--- src/rtl/pump_sem_pkg.sv ---
package pump_sem_pkg;
  typedef enum logic {
    OP_PROG  = 1'b0,
    OP_ERASE = 1'b1
  } flash_op_e;

  function automatic int cnt_width(input int max_val);
    return (max_val < 2) ? 1 : $clog2(max_val + 1);
  endfunction
endpackage

--- src/rtl/pump_sem_arb.sv ---
module pump_sem_arb #(
  parameter int NUM_CORES = 2
) (
  input  logic                 clk,
  input  logic                 rst,
  input  logic [NUM_CORES-1:0] req_i,
  input  logic [NUM_CORES-1:0] rel_i,
  input  logic [NUM_CORES-1:0] hold_i,
  output logic [NUM_CORES-1:0] own_o
);
  logic [NUM_CORES-1:0] own_q, own_d;
  logic [NUM_CORES-1:0] pend_q, pend_d;
  logic [NUM_CORES-1:0] want, grant;
  logic                 rel_ok;

  always_comb begin
    want  = (pend_q | req_i) & ~own_q;
    grant = '0;
    // scan downward so the lowest index is assigned last and wins
    for (int c = NUM_CORES - 1; c >= 0; c--) begin
      if (want[c]) begin
        grant    = '0;
        grant[c] = 1'b1;
      end
    end
    rel_ok = |(rel_i & own_q & ~hold_i);
    if (own_q == '0) begin
      own_d  = grant;
      pend_d = want & ~grant;
    end else begin
      own_d  = rel_ok ? '0 : own_q;
      pend_d = want;
    end
  end

  always_ff @(posedge clk) begin
    if (rst) begin
      own_q  <= NUM_CORES'(1);
      pend_q <= '0;
    end else begin
      own_q  <= own_d;
      pend_q <= pend_d;
    end
  end

  assign own_o = own_q;
endmodule

--- src/rtl/bank_op_ctrl.sv ---
module bank_op_ctrl
  import pump_sem_pkg::*;
#(
  parameter int CORE_ID   = 0,
  parameter int BANK_W    = 1,
  parameter int PROG_CYC  = 4,
  parameter int ERASE_CYC = 12
) (
  input  logic              clk,
  input  logic              rst,
  input  logic              cmd_i,
  input  flash_op_e         op_i,
  input  logic [BANK_W-1:0] bank_i,
  input  logic              own_i,
  input  logic              err_clr_i,
  output logic              busy_o,
  output logic              err_o,
  output logic              start_o
);
  localparam int MAX_CYC = (PROG_CYC > ERASE_CYC) ? PROG_CYC : ERASE_CYC;
  localparam int CNT_W   = cnt_width(MAX_CYC);

  logic [CNT_W-1:0] cnt_q;
  logic             err_q;
  logic             idle;

  assign idle    = (cnt_q == '0);
  assign start_o = cmd_i & own_i & (bank_i == BANK_W'(CORE_ID)) & idle;

  always_ff @(posedge clk) begin
    if (rst) begin
      cnt_q <= '0;
      err_q <= 1'b0;
    end else begin
      if (start_o)
        cnt_q <= (op_i == OP_ERASE) ? CNT_W'(ERASE_CYC) : CNT_W'(PROG_CYC);
      else if (!idle)
        cnt_q <= cnt_q - 1'b1;
      if (cmd_i && !start_o)
        err_q <= 1'b1;
      else if (err_clr_i)
        err_q <= 1'b0;
    end
  end

  assign busy_o = !idle;
  assign err_o  = err_q;
endmodule

--- src/rtl/clkctl_reg.sv ---
module clkctl_reg #(
  parameter int                 NUM_CORES = 2,
  parameter int                 CLK_W     = 8,
  parameter logic [CLK_W-1:0]   CLK_RST   = '0
) (
  input  logic                         clk,
  input  logic                         rst,
  input  logic [NUM_CORES-1:0]         wr_i,
  input  logic [NUM_CORES*CLK_W-1:0]   wdata_i,
  input  logic [NUM_CORES-1:0]         own_i,
  output logic [CLK_W-1:0]             cfg_o
);
  logic [CLK_W-1:0] cfg_q, cfg_d;
  logic             hit;

  always_comb begin
    cfg_d = cfg_q;
    hit   = 1'b0;
    for (int c = 0; c < NUM_CORES; c++) begin
      if (!hit && wr_i[c] && own_i[c]) begin
        cfg_d = wdata_i[c*CLK_W +: CLK_W];
        hit   = 1'b1;
      end
    end
  end

  always_ff @(posedge clk) begin
    if (rst) cfg_q <= CLK_RST;
    else     cfg_q <= cfg_d;
  end

  assign cfg_o = cfg_q;
endmodule

--- src/rtl/pump_sem.sv ---
module pump_sem
  import pump_sem_pkg::*;
#(
  parameter int               NUM_CORES = 2,
  parameter int               PROG_CYC  = 4,
  parameter int               ERASE_CYC = 12,
  parameter int               CLK_W     = 8,
  parameter logic [CLK_W-1:0] CLK_RST   = 8'h01,
  localparam int              BANK_W    = (NUM_CORES > 1) ? $clog2(NUM_CORES) : 1
) (
  input  logic                          clk,
  input  logic                          rst,
  input  logic [NUM_CORES-1:0]          req_i,
  input  logic [NUM_CORES-1:0]          rel_i,
  input  logic [NUM_CORES-1:0]          cmd_i,
  input  logic [NUM_CORES-1:0]          cmd_op_i,
  input  logic [NUM_CORES*BANK_W-1:0]   cmd_bank_i,
  input  logic [NUM_CORES-1:0]          err_clr_i,
  input  logic [NUM_CORES-1:0]          clk_wr_i,
  input  logic [NUM_CORES*CLK_W-1:0]    clk_wdata_i,
  output logic [NUM_CORES-1:0]          own_o,
  output logic [NUM_CORES-1:0]          busy_o,
  output logic [NUM_CORES-1:0]          err_o,
  output logic [CLK_W-1:0]              clk_cfg_o,
  output logic                          pump_en_o
);
  logic [NUM_CORES-1:0] own, busy, start, hold;

  pump_sem_arb #(.NUM_CORES(NUM_CORES)) u_arb (
    .clk(clk), .rst(rst), .req_i(req_i), .rel_i(rel_i),
    .hold_i(hold), .own_o(own)
  );

  for (genvar c = 0; c < NUM_CORES; c++) begin : g_bank
    bank_op_ctrl #(
      .CORE_ID(c), .BANK_W(BANK_W),
      .PROG_CYC(PROG_CYC), .ERASE_CYC(ERASE_CYC)
    ) u_bank (
      .clk(clk), .rst(rst),
      .cmd_i(cmd_i[c]),
      .op_i(flash_op_e'(cmd_op_i[c])),
      .bank_i(cmd_bank_i[c*BANK_W +: BANK_W]),
      .own_i(own[c]),
      .err_clr_i(err_clr_i[c]),
      .busy_o(busy[c]),
      .err_o(err_o[c]),
      .start_o(start[c])
    );
  end

  assign hold = busy | start;

  clkctl_reg #(.NUM_CORES(NUM_CORES), .CLK_W(CLK_W), .CLK_RST(CLK_RST)) u_clk (
    .clk(clk), .rst(rst), .wr_i(clk_wr_i), .wdata_i(clk_wdata_i),
    .own_i(own), .cfg_o(clk_cfg_o)
  );

  assign own_o     = own;
  assign busy_o    = busy;
  assign pump_en_o = |busy;
endmodule

--- config.mk ---
export PLATFORM = sky130hd
export DESIGN_NAME = pump_sem
export DESIGN_NICKNAME = d
export VERILOG_FILES = /design/src/rtl/pump_sem_pkg.sv /design/src/rtl/pump_sem_arb.sv /design/src/rtl/bank_op_ctrl.sv /design/src/rtl/clkctl_reg.sv /design/src/rtl/pump_sem.sv
export SDC_FILE = /design/constraint.sdc
export NUM_CORES = 1
export LEC_CHECK = 0
export CAP_MARGIN = 20
export CELL_PAD_IN_SITES_DETAIL_PLACEMENT = 0
export CELL_PAD_IN_SITES_GLOBAL_PLACEMENT = 1
export CORE_ASPECT_RATIO = 2
export CORE_MARGIN = 1
export CORE_UTILIZATION = 31
export CTS_CLUSTER_DIAMETER = 60
export CTS_CLUSTER_SIZE = 24
export DETAILED_ROUTE_END_ITERATION = 10
export PLACE_DENSITY_LB_ADDON = 0.3
export SLEW_MARGIN = 10
export SYNTH_ARGS = -nofsm -noshare
export SYNTH_HDL_FRONTEND = slang
export SYNTH_HIERARCHICAL = 1
export SYNTH_SLANG_ARGS = --single-unit
--- constraint.sdc ---
create_clock -name clk -period 2 [get_ports clk]
set_input_delay 0.4 -clock clk [delete_from_list [all_inputs] [get_ports clk]]
set_output_delay 0.4 -clock clk [all_outputs]
set_load 0.03 [all_outputs]
* Word-level counts from Yosys, hierarchy flattened
Cells that the tools add are included.
** Storage, ports and cells
- Input bits :: 32
- Memories :: 0
- Latch bits :: 0
- Memory bits (writable) :: 0
- ROM bits :: 0
- Register bits :: 22
- Logic and storage cells :: 64
** Operators by class
- Equal/unequal tests :: 2
- Muxes and demuxes :: 18
- Reduce and logical (&&, ||, !) cells :: 19
- Bitwise operators :: 16
- Add/sub/neg operators :: 2
- Shifts and indexed selects :: 0
- Divide/modulo/power cells :: 0
- Multipliers :: 0
- Order comparisons :: 0
** Operators with widths (count)
- 4-bit 2-to-1 mux :: 6
- 8-bit 2-to-1 mux :: 2
- 2-bit 2-to-1 mux :: 5
- 2-bit AND :: 4
- 4-bit zero test :: 2
- 2-bit nonzero test :: 4
- 4-bit by 1-bit subtractor with 4-bit output, second input constant :: 2
- 1-bit AND :: 6
- 2-bit NOT :: 3
- 1-bit logical AND :: 5
- 1-bit zero test :: 5
- 1-bit 2-to-1 mux :: 5
- 2-bit by 1-bit != test with 1-bit output, second input constant :: 2
- 2-bit OR :: 2
- 2-bit OR reduction :: 2
- 2-bit zero test :: 1
- 1-bit NOT :: 1

* Depth between registers and ports, before layout
Gate-level depths: netlist of the first run.
- Word-level depth :: 9
- Mapped depth :: 9

* Cells and area by module
The synthesis of the first run kept the hierarchy.
** Modules (own cells, without submodules)
- clkctl_reg :: cells an instance 47, area an instance 476.7 um2, instances 1
- bank_op_ctrl at g_bank[0].u_bank :: cells an instance 31, area an instance 267.8 um2, instances 1
- bank_op_ctrl at g_bank[1].u_bank :: cells an instance 31, area an instance 265.3 um2, instances 1
- pump_sem_arb :: cells an instance 19, area an instance 182.7 um2, instances 1
- pump_sem :: cells an instance 3, area an instance 18.8 um2, instances 1

* Worst setup path after synthesis of the first run
OpenSTA, ideal clock, no wires.
- Path type :: register to register
- Start :: reg g_bank[0].u_bank.cnt_q[0]
- End :: reg u_arb.own_q[0], in the netlist u_arb/own_o[0]
- Arrival :: 1.663 ns
- Library setup time :: 0.122 ns
- Path slack :: 0.215 ns
- Clock period less this slack :: 1.785 ns
- Stages on the path, launching flop included :: 9
- Cells stage by stage :: dfxtp_1 inv_1 ha_1 nor3b_4 inv_2 nor2_1 or2_1 nand2b_1 a311o_1
** Between the ends
- Word-level cells in the longest chain between the ends :: 7
- Elaborated cells between the ends (all ways) :: 8
** Ends and longest elaborated chain
- start: declaration :: line bank_op_ctrl.sv:23 : logic [CNT_W-1:0] cnt_q;
- start signal: assignment :: line bank_op_ctrl.sv:36 : cnt_q <= (op_i == OP_ERASE) ? CNT_W'(ERASE_CYC) : CNT_W'(PROG_CYC);
- start signal: assignment :: line bank_op_ctrl.sv:38 : cnt_q <= cnt_q - 1'b1;
- 4-bit zero test :: line bank_op_ctrl.sv:27 : assign idle = (cnt_q == '0);
- 1-bit zero test
- named net busy_o[0] :: line pump_sem.sv:22 : output logic [NUM_CORES-1:0] busy_o,
- 2-bit OR :: line pump_sem.sv:51 : assign hold = busy | start;
- named net hold[0] :: line pump_sem.sv:27 : logic [NUM_CORES-1:0] own, busy, start, hold;
- 2-bit NOT :: line pump_sem_arb.sv:26 : rel_ok = |(rel_i & own_q & ~hold_i);
- 2-bit AND :: line pump_sem_arb.sv:26
- 2-bit OR reduction :: line pump_sem_arb.sv:26
- 2-bit nonzero test (no line)
- end signal: assignment :: line pump_sem_arb.sv:41 : own_q <= own_d;
- end: declaration :: line pump_sem_arb.sv:11 : logic [NUM_CORES-1:0] own_q, own_d;
The timed path passes the listed nets, and every way through them passes these cells.
A chain may end at the register's enable or synchronous reset.

* Worst setup path after layout of the first run
- Start :: reg g_bank[0].u_bank.cnt_q[0]
- End :: out busy_o[0]
** Between the ends
- Word-level cells in the longest chain between the ends :: 2
** Ends and longest elaborated chain (line)
- 4-bit zero test :: bank_op_ctrl.sv:27
- 1-bit zero test
- end: declaration :: pump_sem.sv:22
Every way passes these cells.

==> summary.md, run 1 <==
| Metric | Value |
|---|---|
| Leading area contributor after synthesis | dfxtp_1 |
| Worst rel slew slack | 0.764 |
| Setup Buffers After CTS | 0 |
| Kind of critical path | register to output pin |
| CP max stage cell | dfxtp_1 |
| Share of the synthesized area in the top cell type | 0.364 |
| Synthesized area per cell | 9.25 sq um |
| Largest net degree at the start of global routing | 21 |
| Sw Ratio | 0.393 |
| Met2 usage | 0.316 |
| PD cells | 1240 nW/um^2 |
| Pre-CTS WS | -7.30 ps |
| Worst Setup Start Kind | register |
| Hold Path Class | register to register |
| Static leakage | roughly 0.75 nW |
| Logic pwr share | 0.565 |
| Setup ws final | between 60 and 70 ps |
| Register area | ~440 sq um |
| Clk_lat worst skew | about 260 ps |
| Peak supply drop | 0.627 mV |
| CP endpoint kind | output pin |
| Status | finished clean |
| Root Buffer | clkbuf_8 |
| WP data required | 1600 ps |
| # H-tree levels | 1 |
| Int Pwr | ~1.4 mW |
| Area delta synth->final | 53.0% |
| Post-Layout Inst Area | approximately 1900 sq um |
| Setup TNS | 0 ps |
| Area used by multi-input combinational logic | about 700 sq um |
| Core Rows | 31 |
| Seq/Total Area, Yosys | 0.364 |
| Yosys warns | 6 |
| Initial antenna violation count | 0 |
| CTS Buf Count | 3 |
| Setup-failing EPs final | 0 |
| HP Start | g_bank[1].u_bank/err_o |
| FMAX | between 0.5 and 0.6 GHz |
| Synth top area cells | dfxtp_1, nand3_1, and3b_1 |
| RePlAce Congestion | between 0.7 and 0.8 |
| Fraction of layout cells with a size suffix above 1 | 0.168 |
| Die area | around 4200 sq um |
| Sink Count | 22 |
| Max FO, Critical Path | 7 |
| Sequential share of power | 0.293 |
| Clock Skews | roughly 2.8 ps |
| Crit path DAT | 1530 ps |
| # diodes | 0 |
| Hold-fix buffers, CTS | 0 |
| Vias in the first global route | 1,252 |
| Least-Margin Pin Slew | approximately 350 ps |
| Vias per cell | slightly below 5 |
| First-pass GRT wire length | around 5400 microns |
| Cell Area, Synth | 1210 sq um |
| CTS clk-pin slew, worst paths | ~80 ps |
| Die Wd | roughly 46 microns |
| Initial Util | 0.329 |
| ANT nets after route | 0 |
| Worst Setup SP | g_bank[0].u_bank/cnt_q[0] |
| Flops & latches, synth | 22 |
| I/O pins | 47 |
| Clock tree buffer depth | 2 |
| Placed inst area | roughly 1800 sq um |
| DR pass1 iterations | 4 |
| Vias | 1,185 |
| Met1 usage | 0.173 |
| Top Usage Layer GRT | met2 |
| Finished Core Util | 0.503 |
| Core area | roughly 3700 sq um |
| Port Buffers | 46 |
| Max-cap violations | 0 |
| Die height | approximately 90 microns |
| Dpl hpwl | around 2500 microns |
| Detailed-route wire length per cell | about 13 microns |
| Routed Wire Length | about 3200 microns |
| Final Net Count | approximately 230 |
| Met3 usage | 0.0180 |
| Post-Synthesis Cells | roughly 130 |
| Clock power share | 0.142 |
| Final-report hold violation count | 0 |
| Tmin final | 1930 ps |
| Fin. max-slew vios | 0 |
| P_sw | roughly 0.90 mW |
| GRT Overall Usage | 0.170 |
| Total congestion overflow | 0 |
| R2r startpoint | g_bank[0].u_bank/cnt_q[0] |
| RSZ-0062 raised after global routing | no |
| Cells after DPL | ~240 |
| CP cell instances | inv_1 > ha_1 > nor3b_4 > inv_2 > buf_4 > clkdlybuf4s15_2 |
| Syn_nets | 167 |
| Tcrit/Tclk final | 0.965 |
| Drc violations | 0 |
| # fillers | around 350 |
| Synth unique cells | 34 |
| CP peak stage delay | 360 ps |
| Finished Layout Cells | 240 |
| Iter 0 DRT Violations | 11 |
| TritonCTS clock tree | built |
==> placed cells by master, fill, tap and decap left out <==
| cell type | count |
|---|---|
| clkdlybuf4s50_1 | 43 |
| dfxtp_1 | 22 |
| buf_4 | 15 |
| nand3_1 | 14 |
| a21oi_1 | 9 |
| nor2_1 | 8 |
| and3b_1 | 7 |
| inv_1 | 6 |
| a311oi_1 | 6 |
| clkbuf_8 | 4 |
| nand2b_1 | 4 |
| nand2_1 | 4 |
| ha_1 | 4 |
| a21bo_1 | 4 |
| a21bo_2 | 4 |
| or2_1 | 3 |
| nor3_1 | 3 |
| o21ai_0 | 3 |
| nor3b_4 | 2 |
| inv_2 | 2 |
| nand3b_1 | 2 |
| xor2_1 | 2 |
| a211oi_1 | 2 |
| or2b_1 | 2 |
| or3_1 | 2 |
| mux2i_1 | 2 |
| nor2b_1 | 2 |
| clkdlybuf4s15_2 | 1 |
| dlygate4sd2_1 | 1 |
| buf_2 | 1 |
| a311o_1 | 1 |
| or3_4 | 1 |
| o221ai_2 | 1 |
| nor3b_1 | 1 |
| nor4bb_1 | 1 |
| a31oi_1 | 1 |
| a311oi_2 | 1 |
==> power groups by stage <==
| stage | Combinational [mW] | Sequential (mW) | Clock (mW) |
|---|---|---|---|
| floorplan | 0.715 | 0.752 | 0 |
| global placement | 1.29 | 0.673 | 0 |
| detailed placement | 1.33 | 0.681 | 0 |
| CTS | 1.32 | 0.672 | 0.338 |
| global route | 1.41 | 0.685 | 0.359 |
| finish | 1.29 | 0.671 | 0.324 |
==> metrics by stage <==
stage / hold WS, ps / power, mW
floorplan: 450 / 1.47
global placement: 458 / 1.97
detailed placement: 464 / 2.01
CTS: 474 / 2.33
global route: 514 / 2.46
finish: 469 / 2.29
==> final timing paths <==
kind                            end  slack (ps)  cells after the start
min reg2reg  g_bank[1].u_bank/err_o         470                      2
min          g_bank[1].u_bank/err_o         470                      2
max reg2reg          u_arb/own_o[0]         140                      9
max                       busy_o[0]          70                      6
==> state kept, by name, summed over array words and instances, names as in the netlist <==
name,count
u_clk/cfg_o,8
u_arb/pend_q,2
g_bank.u_bank/cnt_q,8
u_arb/own_o,2
g_bank.u_bank/err_o,2
==> logic make-up (layout without fill, tap and decap cells) <==
family,count (synthesis),in the layout,synth area share
flip-flops,22,22,0.364
adder cells (fa/ha/maj),4,4,0.0413
AO/OA/AOI/OAI,32,32,0.210
buffers and inverters,13,73,0.0599
XOR/XNOR,2,2,0.0145
AND/OR/NAND/NOR,56,56,0.294
multiplexers,2,2,0.0165
==> synthesized netlist by cell type (all sizes together) <==
cell type and number:
or3 3, nor3b 3, a311o 1, nor3 3, nand2 4, or2b 2
a21oi 9, and3b 7, dfxtp 22, nor2 8, a21bo 8, buf 4
inv 8, mux2i 2, o221ai 1, a31oi 1, nand2b 4, nor2b 2
nor4bb 1, o21ai 3, or2 3, clkbuf 1, xor2 2, a211oi 2
nand3 14, a311oi 7, nand3b 2, ha 4
==> worst max-delay path, delay by kind of cell (launching register included) <==
family                   cells  cell delay (ps)
flip-flops                   1              360
buffers and inverters        4              540
AND/OR/NAND/NOR              1              160
adder cells (fa/ha/maj)      1              200
==> layout make-up <==
cell class	count	area share
sequential	22	0.238
multi-input combinational	96	0.377
tap	49	0.0331
clock buffer	4	0.0297
timing repair buffer	61	0.307
inverter	8	0.0162
==> metal layers <==
metal	share of wire	wire [microns]
met1	0.38	1210
met2	0.56	1800
met3	0.041	132
met4	0.015	47
met5	0	0
==> repair_timing <==
action	CTS	global route
hold endpoints to repair	0	0
setup endpoints to repair	3	1
resized for setup	7	2
(Power assumes the default switching activity.)
==> run 2, diff against run 1 <==
--- a/config.mk
+++ b/config.mk
@@ -8,7 +8,6 @@
 export CAP_MARGIN = 20
 export CELL_PAD_IN_SITES_DETAIL_PLACEMENT = 0
 export CELL_PAD_IN_SITES_GLOBAL_PLACEMENT = 1
-export CORE_ASPECT_RATIO = 2
 export CORE_MARGIN = 1
 export CORE_UTILIZATION = 31
 export CTS_CLUSTER_DIAMETER = 60
==> run 2 against run 1 <==
Via count down 2.4%. Flip-flop and latch count stayed put. Clock-buffer cell count fell by 1. Power is 1.1% higher. First-iteration DRC count grew to 3.3 times the previous value. Global-route usage decreased by 1.8 points. Combinational power is 7% higher. Wire length down 5.2%. Sequential share of layout area decreased by 0.14 points. Setup slack better by 14 ps. Largest cell class unchanged.
==> summary.md, run 2 (same netlist as run 1, synthesis figures left out) <==
| Metric | Value |
|---|---|
| Max-cap violations | 0 (unchanged) |
| Clock Skews | 5.18 ps (was 2.75 ps) |
| Power, Total | 2.31 mW (was 2.29 mW) |
| Cells after DPL | 237 (was 236) |
| Fin. max-slew vios | 0 (unchanged) |
| Root Buffer | clkbuf_8 (unchanged) |
| TritonCTS clock tree | built (unchanged) |
| Crit path depth | 1 (was 6) |
| Port Buffers | 46 (unchanged) |
| CP max stage cell | clkdlybuf4s50_1 (was dfxtp_1) |
| Sink Count | 22 (unchanged) |
| Hold-critical path depth | 2 (unchanged) |
| GRT Overall Usage | 0.152 (was 0.170) |
| WP buf/inv | 1 (was 4) |
| Tcrit/Tclk final | 0.958 (was 0.965) |
| WP data required | 1600 ps (about the same) |
| Initial antenna violation count | 0 (unchanged) |
| Routed Wire Length | 3020 microns (was 3190 microns) |
| Die area | 4160 sq um (was 4180 sq um) |
| Static leakage | 0.766 nW (was 0.753 nW) |
| Iter 0 DRT Violations | 36 (was 11) |
| Die Wd | 64.5 microns (was 46.2 microns) |
| Hold Path Class | register to register (unchanged) |
| Finished Layout Cells | 241 (was 240) |
| Peak supply drop | 0.600 mV (was 0.627 mV) |
| Most frequent cells in the layout | clkdlybuf4s50_1, dfxtp_1, buf_4 (unchanged) |
| Max FO, Critical Path | 8 (was 7) |
| Dpl hpwl | 2270 microns (was 2490 microns) |
| Vias per cell | 4.80 (was 4.94) |
| Die height | 64.5 microns (was 90.4 microns) |
| # H-tree levels | 1 (unchanged) |
| CP peak stage delay | 750 ps (was 360 ps) |
| Met2 usage | 0.262 (was 0.316) |
| Tmin final | 1920 ps (was 1930 ps) |
| Detailed-route wire length per cell | 12.5 microns (was 13.3 microns) |
| CP cell instances | clkdlybuf4s50_1 (was inv_1 > ha_1 > nor3b_4 > inv_2 > buf_4 > clkdlybuf4s15_2) |
| # diodes | 0 (unchanged) |
| Least-Margin Pin Slew | 557 ps (was 350 ps) |
| Core area | 3720 sq um (was 3680 sq um) |
| Core Rows | 22 (was 31) |
| Fraction of layout cells with a size suffix above 1 | 0.192 (was 0.168) |
| Area delta synth->final | 53.9% (was 53.0%) |
| Met3 usage | 0.0440 (was 0.0180) |
| First-pass GRT wire length | 4960 microns (was 5380 microns) |
| Final-report hold violation count | 0 (unchanged) |
| Drc violations | 0 (unchanged) |
| CTS Buf Count | 3 (unchanged) |
| Most common library cell in the layout ignoring fill and taps | clkdlybuf4s50_1 (unchanged) |
| CTS clk-pin slew, worst paths | 80 ps (about the same) |
| Worst Setup Start Kind | register (unchanged) |
| Clock tree buffer depth | 2 (unchanged) |
| Depth of the most critical reg-to-reg path | 9 (unchanged) |
| CP endpoint kind | output pin (unchanged) |
| Vias | 1,156 (was 1,185) |
| Kind of critical path | register to output pin (unchanged) |
| Total congestion overflow | 0 (unchanged) |
| Top Usage Layer GRT | met2 (unchanged) |
| Clk_lat worst skew | 260 ps (about the same) |
| Setup-failing EPs final | 0 (unchanged) |
| Worst rel slew slack | 0.627 (was 0.764) |
| RePlAce Congestion | 0.752 (was 0.711) |
| Vias in the first global route | 1,173 (was 1,252) |
| Met1 usage | 0.188 (was 0.173) |
| FMAX | 0.522 GHz (was 0.518 GHz) |
| Family with the most delay on the worst path | buffers and inverters (unchanged) |
| DR pass1 iterations | 4 (unchanged) |
| Status | finished clean (unchanged) |
| Final Net Count | 231 (was 228) |
| Crit path DAT | 1520 ps (was 1530 ps) |
| I/O pins | 47 (unchanged) |
| PD cells | 1240 nW/um^2 (about the same) |
| Initial Util | 0.326 (was 0.329) |
| Largest net degree at the start of global routing | 17 (was 21) |
| Hold Slack | 471 ps (was 469 ps) |
| ANT nets after route | 0 (unchanged) |
==> run 2: cell count changes in the layout (fill, tap and decap cells not counted) <==
cell / before / now
clkdlybuf4s15_2: 1 / 0
nand2b_1: 4 / 3
inv_2: 2 / 3
clkbuf_8: 4 / 3
ha_2: 0 / 1
ha_1: 4 / 3
nand2b_4: 0 / 1
clkbuf_2: 0 / 1
buf_4: 15 / 18
inv_1: 6 / 5
==> run 2: layer usage <==
| metal | up-vias | part of all wire | routed length (microns) |
|---|---|---|---|
| li1 | 598 | - | - |
| met1 | 535 | 0.49 | 1470 |
| met2 | 21 | 0.47 | 1430 |
| met3 | 2 | 0.033 | 100 |
| met4 | 0 | 0.0060 | 18 |
| met5 | - | 0 | 0 |
==> run 2: layout make-up <==
class	instances	area, sq um
clock buffer	3	41.3
fill	361	1850
inverter	8	30.0
multi-input combinational	96	708
sequential	22	440
tap	48	60.1
timing repair buffer	64	584
==> run 2: what timing repair did <==
item                                    4_1_cts  5_1_grt
resized for setup                             5        7
buffers inserted                              0        1
hold buffers                                  0        0
endpoints found under the setup margin        3        3
==> run 2: worst paths after layout <==
| path | startpoint | end | slack [ps] |
|---|---|---|---|
| setup / recovery | u_arb/own_o[0] | own_o[0] | 80 |
| hold reg to reg | g_bank[0].u_bank/err_o | g_bank[0].u_bank/err_o | 470 |
| setup reg to reg | g_bank[0].u_bank/cnt_q[1] | u_arb/own_o[0] | 80 |
| hold / removal | g_bank[0].u_bank/err_o | g_bank[0].u_bank/err_o | 470 |
==> run 2: where the power goes <==
| group | internal (mW) | switching [mW] | leakage, nW | total (mW) |
|---|---|---|---|---|
| clock network | 0.134 | 0.139 | 0.0216 | 0.273 |
| registers | 0.558 | 0.105 | 0.182 | 0.664 |
| logic | 0.721 | 0.658 | 0.562 | 1.38 |
| total | 1.41 | 0.902 | 0.766 | 2.31 |
==> run 2: metrics by stage <==
| step | instance area (sq um) | TNS [ps] | util | worst slack (ps) |
|---|---|---|---|---|
| global placement | 1820 | 0 | 0.489 | 21.1 |
| global route | 1860 | -13.4 | 0.502 | -13.4 |
| floorplan | 1210 | 0 | - | 215 |
| finish | 1860 | 0 | 0.502 | 84.3 |
| CTS | 1860 | -3.10 | 0.500 | -3.10 |
| detailed placement | 1820 | -17.2 | 0.489 | -17.2 |
